**config.mk**
```make
export PLATFORM = sky130hd
export DESIGN_NAME = sdr_refresh_exit_timer
export DESIGN_NICKNAME = d
export VERILOG_FILES = /design/src/rtl/sdr_rpt_pkg.sv /design/src/rtl/sdr_release_timer.sv /design/src/rtl/sdr_refresh_sched.sv /design/src/rtl/sdr_cke_guard.sv /design/src/rtl/sdr_refresh_exit_timer.sv
export SDC_FILE = /design/constraint.sdc
export NUM_CORES = 1
export LEC_CHECK = 0
export ABC_AREA = 1
export BUFFER_PORTS_ARGS = -buffer_cell sky130_fd_sc_hd__buf_2
export CORE_UTILIZATION = 30
export DETAILED_ROUTE_END_ITERATION = 12
export PLACE_DENSITY_LB_ADDON = 0.1
export REMOVE_ABC_BUFFERS = 1
export SETUP_SLACK_MARGIN = 0.05
export SYNTH_ARGS = -nofsm -noshare
export SYNTH_HDL_FRONTEND = slang
export SYNTH_SLANG_ARGS = --single-unit
```
**constraint.sdc**
```tcl
create_clock -name clk -period 4.3 [get_ports clk]
set_input_delay 0.43 -clock clk [delete_from_list [all_inputs] [get_ports clk]]
set_output_delay 0.43 -clock clk [all_outputs]
set_load 0.05 [all_outputs]
```
**src/rtl/sdr_rpt_pkg.sv**
```systemverilog
package sdr_rpt_pkg;

    typedef enum logic [1:0] {
        PWR_ON   = 2'd0,
        PWR_SELF = 2'd1,
        PWR_DOWN = 2'd2
    } pwr_state_e;

    typedef struct packed {
        logic refresh;
        logic sr_enter;
        logic sr_exit;
        logic pd_enter;
        logic pd_exit_pre;
        logic pd_exit_act;
    } cmd_evt_t;

    // Picosecond limit to whole cycles, rounded up.
    function automatic int unsigned ps_to_cyc(input int unsigned ps, input int unsigned clk_ps);
        return (ps + clk_ps - 1) / clk_ps;
    endfunction

    function automatic int unsigned max_u(input int unsigned a, input int unsigned b);
        return (a > b) ? a : b;
    endfunction

    // Slow active power-down exit: base minus additive latency, never below one cycle.
    function automatic int unsigned slow_exit_cyc(input int unsigned base, input int unsigned al);
        if (al + 1 >= base) return 1;
        return base - al;
    endfunction

endpackage

```
**src/rtl/sdr_release_timer.sv**
```systemverilog
module sdr_release_timer #(
    parameter int unsigned W = 8
) (
    input  logic         clk,
    input  logic         rst,
    input  logic         load,
    input  logic [W-1:0] load_cyc,
    input  logic         hold,
    output logic         ok
);
    logic [W-1:0] cnt;

    always_ff @(posedge clk) begin
        if (rst) begin
            cnt <= '0;
            ok  <= 1'b1;
        end else if (load) begin
            cnt <= load_cyc - W'(1);
            ok  <= 1'b0;
        end else if (hold) begin
            ok  <= 1'b0;
        end else if (cnt != '0) begin
            cnt <= cnt - W'(1);
            ok  <= 1'b0;
        end else begin
            ok  <= 1'b1;
        end
    end

    // a loaded wait always blocks the following cycle
    a_r4_load_blocks: assert property (@(posedge clk) disable iff (rst)
        load |=> !ok);

    // low-power hold keeps the release low
    a_r6_hold_blocks: assert property (@(posedge clk) disable iff (rst)
        hold && !load |=> !ok);

    // the wait counts down one per free cycle
    a_r5_count_down: assert property (@(posedge clk) disable iff (rst)
        !load && !hold && cnt != '0 |=> cnt == $past(cnt) - W'(1));

endmodule

```
**src/rtl/sdr_refresh_sched.sv**
```systemverilog
module sdr_refresh_sched #(
    parameter int unsigned IVL_COOL = 975,
    parameter int unsigned IVL_HOT  = 488
) (
    input  logic clk,
    input  logic rst,
    input  logic hot,
    input  logic reload,
    input  logic suspend,
    output logic req
);
    localparam int unsigned CW = $clog2(IVL_COOL);
    localparam logic [CW-1:0] COOL_M1 = CW'(IVL_COOL - 1);
    localparam logic [CW-1:0] HOT_M1  = CW'(IVL_HOT - 1);

    logic [CW-1:0] cnt;

    always_ff @(posedge clk) begin
        if (rst || reload || suspend) begin
            cnt <= hot ? HOT_M1 : COOL_M1;
            req <= 1'b0;
        end else if (cnt == '0) begin
            req <= 1'b1;
        end else if (hot && cnt > HOT_M1) begin
            cnt <= HOT_M1;
        end else begin
            cnt <= cnt - CW'(1);
        end
    end

    // a raised request waits for a refresh
    a_r2_req_sticky: assert property (@(posedge clk) disable iff (rst)
        req && !reload && !suspend |=> req);

    // a hot cycle leaves no more than the short interval
    a_r3_hot_bound: assert property (@(posedge clk) disable iff (rst)
        hot && !req |=> cnt <= HOT_M1);

    // no request before the count is spent
    a_r1_no_early: assert property (@(posedge clk) disable iff (rst)
        !req && cnt != '0 |=> !req);

endmodule

```
**src/rtl/sdr_cke_guard.sv**
```systemverilog
module sdr_cke_guard #(
    parameter int unsigned MIN_CYC = 3
) (
    input  logic clk,
    input  logic rst,
    input  logic cke,
    output logic violation
);
    localparam int unsigned RW = $clog2(MIN_CYC + 1);
    localparam logic [RW-1:0] MIN_V = RW'(MIN_CYC);

    logic          level_q;
    logic [RW-1:0] run;

    always_ff @(posedge clk) begin
        if (rst) begin
            level_q   <= cke;
            run       <= MIN_V;
            violation <= 1'b0;
        end else if (cke != level_q) begin
            violation <= (run < MIN_V);
            run       <= RW'(1);
            level_q   <= cke;
        end else begin
            violation <= 1'b0;
            if (run < MIN_V) run <= run + RW'(1);
        end
    end

    // a flag only follows an edge on cke
    a_r9_flag_on_edge: assert property (@(posedge clk) disable iff (rst)
        violation |-> $past(cke) != $past(level_q));

    // a steady level never raises the flag
    a_r9_steady_clean: assert property (@(posedge clk) disable iff (rst)
        cke == level_q |=> !violation);

endmodule

```
**src/rtl/sdr_refresh_exit_timer.sv**
```systemverilog
module sdr_refresh_exit_timer
    import sdr_rpt_pkg::*;
#(
    parameter int unsigned CLK_PS         = 8000,
    parameter int unsigned REFI_PS        = 7_800_000,
    parameter int unsigned RFC_PS         = 105_000,
    parameter int unsigned XS_EXTRA_PS    = 10_000,
    parameter int unsigned XSRD_CYC       = 200,
    parameter int unsigned XP_CYC         = 2,
    parameter int unsigned XARD_FAST_CYC  = 2,
    parameter int unsigned XARD_SLOW_BASE = 7,
    parameter int unsigned CKE_MIN_CYC    = 3,
    parameter int unsigned AL_W           = 3
) (
    input  logic            clk,
    input  logic            rst,
    input  logic            ref_strobe,
    input  logic            sr_enter,
    input  logic            sr_exit,
    input  logic            pd_enter,
    input  logic            pd_exit_pre,
    input  logic            pd_exit_act,
    input  logic            hot,
    input  logic            mrs_strobe,
    input  logic            mrs_slow_bit,
    input  logic [AL_W-1:0] add_lat,
    input  logic            cke,
    output logic            refresh_req,
    output logic            nonread_ok,
    output logic            read_ok,
    output logic            cke_violation
);
    localparam int unsigned IVL_COOL  = ps_to_cyc(REFI_PS, CLK_PS);
    localparam int unsigned IVL_HOT   = ps_to_cyc(REFI_PS / 2, CLK_PS);
    localparam int unsigned RFC_CYC   = ps_to_cyc(RFC_PS, CLK_PS);
    localparam int unsigned XSNR_CYC  = ps_to_cyc(RFC_PS + XS_EXTRA_PS, CLK_PS);
    localparam int unsigned WAIT_MAX  = max_u(max_u(max_u(RFC_CYC, XSNR_CYC), max_u(XSRD_CYC, XP_CYC)),
                                              max_u(XARD_FAST_CYC, XARD_SLOW_BASE));
    localparam int unsigned WAIT_W    = $clog2(WAIT_MAX + 1);
    localparam int unsigned N_REL     = 2;  // index 0: non-read, 1: read

    cmd_evt_t   evt;
    pwr_state_e state;
    logic       slow_mode;
    logic       hold;
    logic       any_exit;
    logic [WAIT_W-1:0] slow_cyc;
    logic [WAIT_W-1:0] rel_cyc [N_REL];
    logic [N_REL-1:0]  rel_ok;

    always_comb begin
        evt.refresh     = ref_strobe;
        evt.sr_enter    = sr_enter;
        evt.sr_exit     = sr_exit;
        evt.pd_enter    = pd_enter;
        evt.pd_exit_pre = pd_exit_pre;
        evt.pd_exit_act = pd_exit_act;
    end

    // Power state and captured exit mode
    always_ff @(posedge clk) begin
        if (rst) begin
            state     <= PWR_ON;
            slow_mode <= 1'b0;
        end else begin
            if (mrs_strobe) slow_mode <= mrs_slow_bit;
            unique case (state)
                PWR_ON: begin
                    if (evt.sr_enter)      state <= PWR_SELF;
                    else if (evt.pd_enter) state <= PWR_DOWN;
                end
                PWR_SELF: if (evt.sr_exit) state <= PWR_ON;
                PWR_DOWN: if (evt.pd_exit_pre || evt.pd_exit_act) state <= PWR_ON;
                default:  state <= PWR_ON;
            endcase
        end
    end

    assign hold     = (state != PWR_ON) || evt.sr_enter || evt.pd_enter;
    assign any_exit = evt.refresh || evt.sr_exit || evt.pd_exit_pre || evt.pd_exit_act;
    assign slow_cyc = WAIT_W'(slow_exit_cyc(XARD_SLOW_BASE, 32'(add_lat)));

    always_comb begin
        if (evt.sr_exit) begin
            rel_cyc[0] = WAIT_W'(XSNR_CYC);
            rel_cyc[1] = WAIT_W'(XSRD_CYC);
        end else if (evt.refresh) begin
            rel_cyc[0] = WAIT_W'(RFC_CYC);
            rel_cyc[1] = WAIT_W'(RFC_CYC);
        end else if (evt.pd_exit_act) begin
            rel_cyc[0] = WAIT_W'(XP_CYC);
            rel_cyc[1] = slow_mode ? slow_cyc : WAIT_W'(XARD_FAST_CYC);
        end else begin
            rel_cyc[0] = WAIT_W'(XP_CYC);
            rel_cyc[1] = WAIT_W'(XP_CYC);
        end
    end

    for (genvar g = 0; g < N_REL; g++) begin : g_rel
        sdr_release_timer #(.W(WAIT_W)) u_timer (
            .clk      (clk),
            .rst      (rst),
            .load     (any_exit),
            .load_cyc (rel_cyc[g]),
            .hold     (hold),
            .ok       (rel_ok[g])
        );
    end

    assign nonread_ok = rel_ok[0];
    assign read_ok    = rel_ok[1];

    sdr_refresh_sched #(.IVL_COOL(IVL_COOL), .IVL_HOT(IVL_HOT)) u_sched (
        .clk     (clk),
        .rst     (rst),
        .hot     (hot),
        .reload  (evt.refresh || evt.sr_exit),
        .suspend (evt.sr_enter || state == PWR_SELF),
        .req     (refresh_req)
    );

    sdr_cke_guard #(.MIN_CYC(CKE_MIN_CYC)) u_cke (
        .clk       (clk),
        .rst       (rst),
        .cke       (cke),
        .violation (cke_violation)
    );

    // nothing is released while in a low-power state
    a_r5_blocked_low_power: assert property (@(posedge clk) disable iff (rst)
        state != PWR_ON |-> !nonread_ok && !read_ok);

    // no refresh request during self-refresh
    a_r5_no_req_in_self: assert property (@(posedge clk) disable iff (rst)
        state == PWR_SELF |-> !refresh_req);

    // the mode bit moves only on a mode-register set
    a_r8_mode_stable: assert property (@(posedge clk) disable iff (rst)
        !mrs_strobe |=> $stable(slow_mode));

    // at most one command event per cycle is expected
    a_r4_one_event: assert property (@(posedge clk) disable iff (rst)
        $onehot0(evt));

endmodule

```
======== Word-level counts from Yosys, hierarchy flattened ========
Index checks and enable logic that the tools add are counted.
operators by class
  add/subtract/negate cells ............... 8
  $lt $le $gt $ge ......................... 3
  equality and inequality tests ........... 8
  multiplexer cells ....................... 32
  bitwise operators ....................... 1
  reduce and logical (&&, ||, !) cells .... 24
operator list
  cell                   count
  $mux 8                 9
  $mux 10                4
  $mux 12                2
  $sub 8x1->8 const B    3
  $reduce_bool 8->1      2
  $mux 2                 6
  $gt 10x9->1 const B    1
  $logic_not 10->1       1
  $mux 1                 10
  $reduce_bool 2->1      5
  $sub 10x1->10 const B  1
  $logic_or 1x1->1       9
  $ne 2x2->1 const B     3
  $pmux 2 s3             1
  $sub 4x1->5 const B    1
  $add 3x1->4 const B    1
  $ge 4x3->1 const B     1
  $reduce_and 2->1       2
  $reduce_or 2->1        2
  $sub 3x3->4 const A    1
  $ne 3x3->1 const B     1
  $reduce_and 3->1       1
  $add 2x1->2 const B    1
  $eq 2x1->1 const B     1
  other kinds (7)        7
storage, ports and cells
  register bits ........................... 36
  output and inout bits ................... 4
  logic and storage cells ................. 88

======== Depth between registers and ports, before layout ========
  depth in word-level cells ............... 10
  mapped depth ............................ 14

======== Cells and area by module ========
A second synthesis with hierarchy kept.
unflattened totals
  cells, all modules ...................... 387
  area, all modules ....................... 2570.0 µm²
by module, submodules not included
  module                  times used  cells each  area an instance (µm²)  seq. area each (µm²)
  sdr_release_timer       2           119         734.5                   180.2
  sdr_refresh_sched       1           81          679.4                   320.3
  sdr_refresh_exit_timer  1           41          224.0                   60.1
  sdr_cke_guard           1           27          197.7                   90.1

======== Least setup slack after synthesis ========
No wires, ideal clock.
  path type ............................... in2reg
  from .................................... input pd_exit_act
  to ...................................... register g_rel[1].u_timer.cnt[4]
  library setup time ...................... 0.113 ns
  data arrival time ....................... 1.582 ns
  required time ........................... 4.187 ns
  setup slack ............................. 2.605 ns
  cell stages on the path ................. 13
  path through ............................ nor2_4 nand2_4 nand3_1 nand2_1 inv_2 ha_1 inv_1 nor2_2 nand2_1 nor2_1 nand2_1 nand2_1 nor2_1
on the way
  cells in the longest elaborated chain, start to end .. 5
  elaborated cells on any way between the ends .. 9
  classes of those cells .................. 1 x add/sub; 1 x eq/ne; 4 x mux; 3 x reduce/logical
RTL lines
  element               line                          source
  start, declared       sdr_refresh_exit_timer.sv:22  input logic pd_exit_act,
  $mux 8                sdr_refresh_exit_timer.sv:90  end else if (evt.pd_exit_act) begin
  $mux 12               sdr_refresh_exit_timer.sv:87  end else if (evt.refresh) begin
  $mux 12               sdr_refresh_exit_timer.sv:84  if (evt.sr_exit) begin
  $sub 8x1->8           sdr_release_timer.sv:18       cnt <= load_cyc - W'(1);
  $mux 8                sdr_release_timer.sv:17       end else if (load) begin
  end signal, assigned  sdr_release_timer.sv:18
  end signal, assigned  sdr_release_timer.sv:23       cnt <= cnt - W'(1);
  end, declared         sdr_release_timer.sv:11       logic [W-1:0] cnt;
Parallel ways exist; a longest one is shown, timed or not.
A chain may end at the register's enable or synchronous reset.

======== Worst setup path in the final report ========
  from .................................... input rst
  to ...................................... register u_sched.cnt[8] (enable)
on the way
  cells in the longest elaborated chain, start to end .. 3
RTL lines
  element                        line                          source
  start, declared                sdr_refresh_exit_timer.sv:16  input logic rst,
  $logic_or 1x1->1 (2 in a row)  sdr_refresh_sched.sv:19       if (rst || reload || suspend) begin
  $ne 2x1->1 (no line)           -
  end signal, assigned           sdr_refresh_sched.sv:20       cnt <= hot ? HOT_M1 : COOL_M1;
  end signal, assigned           sdr_refresh_sched.sv:27       cnt <= cnt - CW'(1);
  end, declared                  sdr_refresh_sched.sv:16       logic [CW-1:0] cnt;
No other way between the ends.

==> flow_summary.ini <==
[timing]
setup_viol = 0
final-hold-violation-count = 0
drv_slew = 0
tightest_slew_ns = 0.635
fmax_mhz = 513
slew_headroom_pct = 57.6
fin_crit_sh_pct = 45.4
whs_ns = 0.329
min_period_ns = 1.95
rsz0062_at_grt = false
clock_skew_ns = 0.00445
setup_tns_ns = 0

[drt]
wl_per_cell_um = 11.5
top_layer = met4
drtPass1Iterations = 4
met3_length_um = 157
drt_wl_total_um = 4410
routed-via-count = 1776
ant_nets = 0
drt-initial-drc-count = 46
via_per_inst = 4.63
wl_met1_um = 2270
wl_met2_um = 1930
drc_errors = 0

[worst_setup_path]
reg2reg_depth = 3
arrival_ns = 1.92
critPathCaptureType = register
crit_required_ns = 4.27
crit_fanout = 20
start_kind = input pin
slowest_stage = or3_1
cp_slowest_stage_delay_ns = 0.58
setup.worst_path.class = in2reg
path_cells = buf_2, inv_1, nand3_1, or3_1

[logic_synthesis]
syn_inst = 284
synth_top_cell_by_area = dfxtp_1
yosysWarnings = 0
ys_types = 30
yosysSeqAreaShare_pct = 40.2
synth_area_per_cell_um2 = 7.27
synth-seq-cells = 36
syn_area_um2 = 2070
synth_top_cells_by_area = dfxtp_1 (24%), edfxtp_1 (16%), nand2_1 (10%)
synth_top_area_share_pct = 24.2

[die]
die_w_um = 85.0
fp.dieH_um = 85.0
rows = 29
core_area_um2 = 6490
initial_utilization_pct = 31.8
die_area_um2 = 7220
io-pin-count = 19

[clocking]
cts_inserted_buffers = 5
clk_pin_slew_worst_paths_ns = 0.07
tritoncts = yes
clockBufferDepth = 2
cts_sinks = 36
cts_hold_repair.buffers = 0
cts_setup_buffers = 0
htreeDepth = 2
cts_resized = 0
clk-insertion-delay-late_ns = 0.28
root_buffer = clkbuf_8

[power_and_ir_drop]
power_frac_seq_pct = 52.7
clkPwrFrac_pct = 32.1
leakagePower_nw = 1.03
p_comb_share_pct = 15.2
swShare_pct = 28.0
internal-power_w = 0.000522
ir_drop_v = 0.000109
powerDensity_nw_per_um2 = 313
p_sw_w = 0.000203

[layout]
most-common-layout-cells = nand2_1 (56), nor2_1 (40), inv_1 (36), dfxtp_1 (25), nand3_1 (22)
n_antenna_cell = 0
final_common_cell = nand2_1
fin_nets = 326
drive_gt1_share_pct = 15.0
area_growth_pct = 12.0
fillers = 689

[hold_path]
hold_depth = 2
min_path_type = in2reg

[flow_run]
cap_violations = 0

[global_route]
grt_max_degree = 21
grt_pass1_vias = 1601
grt-ovfl-total = 0
grt_pass1_wl_um = 7330
antenna_found_initial = 0
grt_usage_pct = 13.0

[status]
outcome = complete, no violations

[placement]
io_buffers = 18
dp_hpwl_um = 3300
gp_congestion = 0.778
sequential cells by signal, indices dropped and copies added (netlist names):
name / flops
g_rel.u_timer.cnt: 16
g_rel.u_timer.ok: 2
slow_mode: 1
state: 2
u_cke.level_q: 1
u_cke.run: 2
u_cke.violation: 1
u_sched.cnt: 10
u_sched.req: 1
metrics by stage:
| stage | cell area, um2 | instances | setup slack, ns | power [W] | util [%] |
|---|---|---|---|---|---|
| global route | 2310 | 384 | 2.19 | 0.000768 | 35.6 |
| global placement | 2230 | 376 | 2.05 | 0.000502 | 34.4 |
| CTS | 2310 | 384 | 2.31 | 0.000739 | 35.6 |
| finish | 2310 | 384 | 2.35 | 0.000725 | 35.6 |
| floorplan | 2050 | 281 | 2.59 | 0.000468 | - |
| detailed placement | 2230 | 376 | 2.00 | 0.000500 | 34.4 |
worst max-delay path, delay by kind of cell:
family | cells | cell delay [ns]
AND/OR/NAND/NOR | 2 | 0.84
buffers and inverters | 2 | 0.63
power groups by stage:
stage / logic, W / registers [W] / clock network (W)
2_1_floorplan: 0.0000752 / 0.000393 / 0
3_3_place_gp: 0.000112 / 0.000390 / 0
3_5_place_dp: 0.000111 / 0.000389 / 0
4_1_cts: 0.000112 / 0.000382 / 0.000246
5_1_grt: 0.000126 / 0.000384 / 0.000258
6_report: 0.000110 / 0.000382 / 0.000233
routing by layer:
layer  up-vias  track usage (%)
met3         4             3.02
met2        33             20.6
li1        963                -
met1       776             16.9
met4         0             5.55
met5         -                0
final timing paths:
| kind | to | startpoint | slack [ns] |
|---|---|---|---|
| setup / recovery | u_sched.cnt[8]$_SDFFCE_PP1P_ | rst | 2.35 |
| hold / removal | slow_mode$_SDFFE_PP0P_ | mrs_strobe | 0.33 |
| setup reg to reg | u_sched.cnt[8]$_SDFFCE_PP1P_ | u_sched.cnt[3]$_DFFE_PP_ | 2.63 |
| hold reg to reg | g_rel[0].u_timer.cnt[7]$_SDFFE_PP0P_ | g_rel[0].u_timer.cnt[7]$_SDFFE_PP0P_ | 0.47 |
Yosys cell counts:
cell,instances
inv_6,1
nand3b_4,1
o21ai_2,2
nor2_2,5
a31oi_1,1
o21ai_0,12
nand4_1,6
or3_1,2
xnor2_1,4
o21ai_1,8
inv_2,4
nor3_1,5
inv_1,36
or2_1,1
xor2_1,5
nand3_1,22
a21oi_1,19
nand3_2,1
nor2_4,2
buf_6,1
nand3b_1,1
dfxtp_1,25
nor2_1,40
buf_2,1
ha_1,5
nand2_1,56
nand2_2,3
clkbuf_1,1
nand2_4,3
edfxtp_1,11
cells by family after synthesis:
| group | count (synthesis) | synth area share [%] |
|---|---|---|
| and+or+nand+nor | 148 | 33.7 |
| buffers and inverters | 44 | 8.66 |
| AOI/OAI and AO/OA | 42 | 10.6 |
| DFF | 36 | 40.2 |
| xor gates and xnor gates | 9 | 3.82 |
| adders and majority gates | 5 | 3.03 |
area by class of cell:
class,instances,area (um2),share of cell area [%]
Multi-Input combinational cell,204,1060,45.6
Timing Repair Buffer,18,90.1,3.89
Clock inverter,1,5.00,0.216
Inverter,41,159,6.87
Tap cell,77,96.3,4.16
Sequential cell,36,831,35.9
Clock buffer,7,76.3,3.30
(Power assumes the default switching activity.)
